==> src/rtl/pwr_hs_pkg.sv <==
`timescale 1ns/1ps
package pwr_hs_pkg;

    localparam int WORD_W    = 32;
    localparam int BIT_RDY   = 0;
    localparam int BIT_INIT  = 2;
    localparam int BIT_ACC   = 3;
    localparam int BIT_GTS   = 4;
    localparam int STRAP_LSB = 6;
    localparam int STRAP_W   = 4;
    localparam int MODE_LSB  = 24;
    localparam int MODE_W    = 3;
    localparam int BIT_RFK   = 27;

    localparam logic [WORD_W-1:0] WR_MASK =
        (WORD_W'(1) << BIT_INIT) | (WORD_W'(1) << BIT_ACC);

    typedef enum logic [2:0] {
        PS_OFF,
        PS_UP,
        PS_AWAKE,
        PS_WARN,
        PS_DOWN
    } pwr_state_e;

    typedef enum logic [MODE_W-1:0] {
        PSM_NONE  = 3'b000,
        PSM_MAC   = 3'b001,
        PSM_RADIO = 3'b010,
        PSM_ERR   = 3'b011
    } ps_mode_e;

    typedef struct packed {
        logic init_done;
        logic access_req;
    } host_ctl_t;

    typedef struct packed {
        logic clk_ready;
        logic going_sleep;
        logic domain_off;
    } seq_stat_t;

    function automatic logic wake_wanted(host_ctl_t h, logic sleep_req);
        return h.init_done && (h.access_req || !sleep_req);
    endfunction

    function automatic ps_mode_e pick_mode(host_ctl_t h, logic dom_off, logic rfk);
        if (h.access_req && !h.init_done) return PSM_ERR;
        if (dom_off)                       return PSM_MAC;
        if (rfk)                           return PSM_RADIO;
        return PSM_NONE;
    endfunction

    function automatic logic [WORD_W-1:0] pack_word(
        host_ctl_t            h,
        seq_stat_t            s,
        logic [STRAP_W-1:0]   strap,
        ps_mode_e             m,
        logic                 rfk
    );
        logic [WORD_W-1:0] w;
        w = '0;
        w[BIT_RDY]                       = s.clk_ready;
        w[BIT_INIT]                      = h.init_done;
        w[BIT_ACC]                       = h.access_req;
        w[BIT_GTS]                       = s.going_sleep;
        w[STRAP_LSB +: STRAP_W]          = strap;
        w[MODE_LSB +: MODE_W]            = m;
        w[BIT_RFK]                       = rfk;
        return w;
    endfunction

endpackage

==> src/rtl/pwr_hs_hostreg.sv <==
`timescale 1ns/1ps
module pwr_hs_hostreg
    import pwr_hs_pkg::*;
(
    input  logic              clk,
    input  logic              rst,
    input  logic              wr_en,
    input  logic [WORD_W-1:0] wr_data,
    output host_ctl_t         ctl
);

    logic [WORD_W-1:0] ctl_q;

    always_ff @(posedge clk) begin
        if (rst) begin
            ctl_q <= '0;
        end else if (wr_en) begin
            ctl_q <= (ctl_q & ~WR_MASK) | (wr_data & WR_MASK);
        end
    end

    always_comb begin
        ctl.init_done  = ctl_q[BIT_INIT];
        ctl.access_req = ctl_q[BIT_ACC];
    end

endmodule

==> src/rtl/pwr_hs_seq.sv <==
`timescale 1ns/1ps
module pwr_hs_seq
    import pwr_hs_pkg::*;
#(
    parameter int UP_CYC   = 6,
    parameter int WARN_CYC = 4,
    parameter int DOWN_CYC = 5
) (
    input  logic      clk,
    input  logic      rst,
    input  host_ctl_t ctl,
    input  logic      dom_sleep_req,
    output seq_stat_t stat
);

    localparam int MAX_A   = (UP_CYC > WARN_CYC) ? UP_CYC : WARN_CYC;
    localparam int MAX_CYC = (MAX_A > DOWN_CYC) ? MAX_A : DOWN_CYC;
    localparam int CNT_W   = (MAX_CYC < 2) ? 1 : $clog2(MAX_CYC);
    localparam logic [CNT_W-1:0] UP_LAST   = CNT_W'(UP_CYC - 1);
    localparam logic [CNT_W-1:0] WARN_LAST = CNT_W'(WARN_CYC - 1);
    localparam logic [CNT_W-1:0] DOWN_LAST = CNT_W'(DOWN_CYC - 1);

    pwr_state_e       state_q, state_d;
    logic [CNT_W-1:0] cnt_q, cnt_d;
    logic             wake;

    assign wake = wake_wanted(ctl, dom_sleep_req);

    always_comb begin
        state_d = state_q;
        cnt_d   = cnt_q;
        unique case (state_q)
            PS_OFF: begin
                if (wake) begin
                    state_d = PS_UP;
                    cnt_d   = '0;
                end
            end
            PS_UP: begin
                if (cnt_q == UP_LAST) state_d = PS_AWAKE;
                else                  cnt_d   = cnt_q + 1'b1;
            end
            PS_AWAKE: begin
                if (!wake) begin
                    state_d = PS_WARN;
                    cnt_d   = '0;
                end
            end
            PS_WARN: begin
                if (wake) begin
                    state_d = PS_AWAKE;
                end else if (cnt_q == WARN_LAST) begin
                    state_d = PS_DOWN;
                    cnt_d   = '0;
                end else begin
                    cnt_d = cnt_q + 1'b1;
                end
            end
            PS_DOWN: begin
                if (cnt_q == DOWN_LAST) state_d = PS_OFF;
                else                    cnt_d   = cnt_q + 1'b1;
            end
            default: state_d = PS_OFF;
        endcase
    end

    always_ff @(posedge clk) begin
        if (rst) begin
            state_q <= PS_OFF;
            cnt_q   <= '0;
        end else begin
            state_q <= state_d;
            cnt_q   <= cnt_d;
        end
    end

    always_comb begin
        stat.clk_ready   = (state_q == PS_AWAKE) || (state_q == PS_WARN);
        stat.going_sleep = (state_q == PS_WARN);
        stat.domain_off  = (state_q == PS_OFF) || (state_q == PS_DOWN);
    end

endmodule

==> src/rtl/pwr_hs_rfk.sv <==
`timescale 1ns/1ps
module pwr_hs_rfk #(
    parameter int SYNC_STAGES = 2
) (
    input  logic clk,
    input  logic rst,
    input  logic sw_in,
    output logic level,
    output logic toggle_evt
);

    logic [SYNC_STAGES-1:0] sh_q;
    logic                   level_q;
    logic                   evt_q;

    always_ff @(posedge clk) begin
        if (rst) begin
            sh_q    <= '0;
            level_q <= 1'b0;
            evt_q   <= 1'b0;
        end else begin
            sh_q[0] <= sw_in;
            for (int i = 1; i < SYNC_STAGES; i++) begin
                sh_q[i] <= sh_q[i-1];
            end
            level_q <= sh_q[SYNC_STAGES-1];
            evt_q   <= sh_q[SYNC_STAGES-1] ^ level_q;
        end
    end

    assign level      = level_q;
    assign toggle_evt = evt_q;

endmodule

==> src/rtl/pwr_hs_ctrl.sv <==
`timescale 1ns/1ps
module pwr_hs_ctrl
    import pwr_hs_pkg::*;
#(
    parameter int UP_CYC      = 6,
    parameter int WARN_CYC    = 4,
    parameter int DOWN_CYC    = 5,
    parameter int SYNC_STAGES = 2
) (
    input  logic               clk,
    input  logic               rst,
    input  logic               host_wr_en,
    input  logic [WORD_W-1:0]  host_wr_data,
    input  logic               dom_sleep_req,
    input  logic               rfkill_sw,
    input  logic [STRAP_W-1:0] strap_pins,
    output logic [WORD_W-1:0]  status_word,
    output logic               access_granted,
    output logic               rfkill_evt
);

    host_ctl_t ctl;
    seq_stat_t stat;
    logic      rfk_level;
    ps_mode_e  mode;

    pwr_hs_hostreg u_hostreg (
        .clk     (clk),
        .rst     (rst),
        .wr_en   (host_wr_en),
        .wr_data (host_wr_data),
        .ctl     (ctl)
    );

    pwr_hs_seq #(
        .UP_CYC   (UP_CYC),
        .WARN_CYC (WARN_CYC),
        .DOWN_CYC (DOWN_CYC)
    ) u_seq (
        .clk           (clk),
        .rst           (rst),
        .ctl           (ctl),
        .dom_sleep_req (dom_sleep_req),
        .stat          (stat)
    );

    pwr_hs_rfk #(
        .SYNC_STAGES (SYNC_STAGES)
    ) u_rfk (
        .clk        (clk),
        .rst        (rst),
        .sw_in      (rfkill_sw),
        .level      (rfk_level),
        .toggle_evt (rfkill_evt)
    );

    always_comb begin
        mode           = pick_mode(ctl, stat.domain_off, rfk_level);
        status_word    = pack_word(ctl, stat, strap_pins, mode, rfk_level);
        access_granted = stat.clk_ready && !stat.going_sleep;
    end

endmodule

==> config.mk <==
export PLATFORM = sky130hd
export DESIGN_NAME = pwr_hs_ctrl
export DESIGN_NICKNAME = d
export VERILOG_FILES = /design/src/rtl/pwr_hs_pkg.sv /design/src/rtl/pwr_hs_hostreg.sv /design/src/rtl/pwr_hs_seq.sv /design/src/rtl/pwr_hs_rfk.sv /design/src/rtl/pwr_hs_ctrl.sv
export SDC_FILE = /design/constraint.sdc
export NUM_CORES = 1
export LEC_CHECK = 0
export BUFFER_PORTS_ARGS = -buffer_cell sky130_fd_sc_hd__buf_2
export CAP_MARGIN = 20
export CORE_UTILIZATION = 41
export CTS_CLUSTER_DIAMETER = 40
export DETAILED_ROUTE_END_ITERATION = 12
export PLACE_DENSITY = 0.84
export SLEW_MARGIN = 20
export SYNTH_ARGS = -nofsm -noshare
export SYNTH_HDL_FRONTEND = slang
export SYNTH_SLANG_ARGS = --single-unit
==> constraint.sdc <==
create_clock -name clk -period 4.4 [get_ports clk]
set_clock_uncertainty 0.1 [all_clocks]
set_input_delay 0.44 -clock clk [delete_from_list [all_inputs] [get_ports clk]]
set_output_delay 0.44 -clock clk [all_outputs]
set_load 0.02 [all_outputs]
==> impl_metrics.env <==
export IMPL_status="finished, final reports clean"
export IMPL_p_leak_uw=0.000439
export IMPL_hp_start="rfkill_sw"
export IMPL_grt_ovfl_total=0
export IMPL_maxCapViolCount=0
export IMPL_cp_max_fo=11
export IMPL_grt_setup_unrepaired="false"
export IMPL_yosysWarningCount=0
export IMPL_synthDominantCellAreaShare=0.263
export IMPL_synth_flop_cell="dfxtp_1"
export IMPL_hold_depth=2
export IMPL_synth_seq_cells=12
export IMPL_grt_max_degree=16
export IMPL_drt_iter0_markers=10
export IMPL_die_h_um=49.2
export IMPL_die_w_um=49.2
export IMPL_timing_final_crit_share=0.448
export IMPL_wl_um=1460
export IMPL_switchingPower_uw=73.2
export IMPL_critPathKind="reg2out"
export IMPL_drc=0
export IMPL_antenna_cells=0
export IMPL_routabilityCongestion=0.763
export IMPL_reg2reg_slack_ns=2.64
export IMPL_vias=661
export IMPL_utilization=0.454
export IMPL_r2r_end="u_seq.cnt_q[2]$_SDFFE_PP0P_"
export IMPL_hold_viol=0
export IMPL_vias_per_cell=4.56
export IMPL_syn_cell_area_sq_um=912
export IMPL_initial_utilization=0.451
export IMPL_ctsResizeCount=0
export IMPL_async_flop_share=0
export IMPL_drive_gt1_frac=0.203
export IMPL_ys_seq_area_frac=0.263
export IMPL_final_nets=165
export IMPL_numCtsBuffers=3
export IMPL_cts_htree_levels=1
export IMPL_gr_usage_all_layers=0.126
export IMPL_port_buffers=15
export IMPL_r2r_start="u_seq.cnt_q[0]$_SDFFE_PP0P_"
export IMPL_finalPower_uw=248
export IMPL_combinationalPowerShare=0.172
export IMPL_max_clock_freq_mhz=507
export IMPL_antenna_left=0
export IMPL_critPathRequiredTime_ns=3.86
export IMPL_core_area_sq_um=2020
export IMPL_wl_per_cell_um=10.0
export IMPL_hold_path_class="in2reg"
export IMPL_synth_cells=109
export IMPL_cts_tree="done"
export IMPL_synth_edf_count=0
export IMPL_clockBufferDepth=2
export IMPL_intPower_uw=175
export IMPL_p_seq_frac=0.470
export IMPL_synthDistinctLibCells=34
export IMPL_end_kind="output port"
export IMPL_postCtsSetupBuffers=0
export IMPL_fin_ws_ns=2.43
export IMPL_clk_pin_slew_worst_paths_ns=0.08
export IMPL_setup_viol=0
export IMPL_reg2reg_depth=6
export IMPL_synthTopCellsByArea="dfxtp_1 26%, buf_4 22%, ha_1 6.9%"
export IMPL_power_frac_clock=0.358
export IMPL_slew_violations=0
export IMPL_synth_most_common_cell="buf_4"
export IMPL_synth_top_area_cell="dfxtp_1"
export IMPL_holdBufCountCts=0
export IMPL_swShare=0.295
export IMPL_power_density_nw_per_um2=270
export IMPL_worst_setup_path_start_kind="register"
export IMPL_ios=75
export IMPL_clock_sinks=12
export IMPL_place_ws_ns=2.64
export IMPL_grt_antenna_before_repair=0
export IMPL_synth_common_cells="27 x buf_4, 12 x dfxtp_1, 10 x nor2_1"
export IMPL_ir_worst_vdd_uv=142
export IMPL_fin_tns_setup_ns=0
export IMPL_drtPass1Iterations=4
export IMPL_dp_hpwl_um=1130
export IMPL_grt_pass1_vias=577
export IMPL_area_growth_pct=0.549
export IMPL_synth_area_per_cell_sq_um=8.37
export IMPL_rows=16
export IMPL_die_area_sq_um=2420
export IMPL_crit_arrival_ns=1.43
export IMPL_whs_endpoint="u_rfk.sh_q[0]$_SDFF_PP0_"
export IMPL_clk_insertion_delay_late_ns=0.27
export IMPL_grt_first_pass_wirelength_um=2370
export IMPL_cts_root_buf="clkbuf_4"
export IMPL_fin_crit_ns=1.97
kinds of logic (layout without fill, tap and decap cells):
group | count (synthesis) | after routing | synth area share
buf+inv | 35 | 24 | 0.257
simple gates | 31 | 31 | 0.185
compound gates | 16 | 16 | 0.119
flops | 12 | 12 | 0.263
mux | 7 | 7 | 0.0837
fa+ha+maj | 5 | 5 | 0.0686
xor+xnor | 2 | 2 | 0.0192
other cells | 1 | 21 | 0.00411
stage by stage:
| step | area, sq um | hold slack [ns] | std cells |
|---|---|---|---|
| after global routing | 917 | 0.274 | 145 |
| after global placement | 881 | 0.328 | 141 |
| final | 917 | 0.275 | 145 |
| after floorplan | 987 | 0.314 | 129 |
| after detailed placement | 881 | 0.331 | 141 |
| after CTS | 917 | 0.277 | 145 |
critical path, stage by stage, from the launching register on:
cell      delay (ns)
dfxtp_1         0.56
nand2b_1        0.20
inv_1           0.09
and2_1          0.16
buf_2           0.15
area by class of cell:
class,instances,area (sq um)
clock buffers,4,36.3
fillers,214,1100
inverters,5,18.8
multi-input cells,82,513
flip-flops and latches,12,240
well taps,27,33.8
repair buffers,15,75.1
layer usage:
metal  vias to the layer above  share of wire  track usage  routed length, um
li1                        331              -            -                  -
met2                        26           0.53        0.224                766
met3                         4          0.058       0.0280                 85
met5                         -              0            0                  0
met4                         0         0.0096       0.0686                 14
met1                       300           0.41        0.136                590
registers in the layout (all words and copies together), names as in the netlist:
name and count:
u_seq.state_q 3, u_hostreg.ctl_q 2, u_rfk.level 1, u_rfk.sh_q 2, u_seq.cnt_q 3, u_rfk.toggle_evt 1
placed cells by master (no fill, tap or decap):
| master | synthesis | final |
|---|---|---|
| a21boi_0 | 1 | 1 |
| a22oi_1 | 1 | 1 |
| or2b_1 | 1 | 1 |
| nand3_1 | 2 | 2 |
| nand2b_1 | 4 | 4 |
| mux2_4 | 1 | 1 |
| inv_1 | 5 | 5 |
| a211o_2 | 1 | 1 |
| a2111oi_0 | 1 | 1 |
| nor2_1 | 10 | 10 |
| and3b_2 | 1 | 1 |
| a21o_1 | 1 | 1 |
| or3_1 | 1 | 1 |
| nor2b_1 | 3 | 3 |
| mux2_2 | 1 | 1 |
| clkbuf_8 | 0 | 1 |
| mux2i_1 | 5 | 5 |
| nor3b_1 | 1 | 1 |
| nand2_1 | 5 | 5 |
| buf_2 | 1 | 15 |
| dfxtp_1 | 12 | 12 |
| a32oi_1 | 1 | 1 |
| a211oi_1 | 2 | 2 |
| a21oi_1 | 3 | 3 |
| nand3b_1 | 1 | 1 |
| ha_1 | 5 | 5 |
| nand2b_4 | 1 | 1 |
| and2_1 | 1 | 1 |
| o21ai_0 | 3 | 3 |
| o22ai_1 | 1 | 1 |
| o31ai_1 | 1 | 1 |
| conb_1 | 1 | 21 |
| xnor2_1 | 2 | 2 |
| clkbuf_4 | 0 | 3 |
power groups by stage:
stage | clock [uW] | sequential, uW | combinational (uW)
floorplan | 0 | 119 | 53.7
global placement | 0 | 119 | 42.0
detailed placement | 0 | 119 | 42.7
CTS | 90.8 | 117 | 42.7
global route | 94.8 | 117 | 46.2
finish | 88.9 | 116 | 42.7
worst max-delay path by stage:
stage                                   to  cells after the start                          start
2_1_floorplan  u_seq.cnt_q[2]$_SDFFE_PP0P_                      6    u_seq.cnt_q[1]$_SDFFE_PP0P_
3_3_place_gp   u_seq.cnt_q[2]$_SDFFE_PP0P_                      5                  dom_sleep_req
3_5_place_dp   u_seq.cnt_q[2]$_SDFFE_PP0P_                      5                  dom_sleep_req
4_1_cts                     status_word[4]                      4  u_seq.state_q[2]$_SDFFE_PP0P_
5_1_grt                     status_word[4]                      4  u_seq.state_q[1]$_SDFFE_PP0P_
6_report                    status_word[4]                      4  u_seq.state_q[2]$_SDFFE_PP0P_
(Power assumes the default switching activity.)
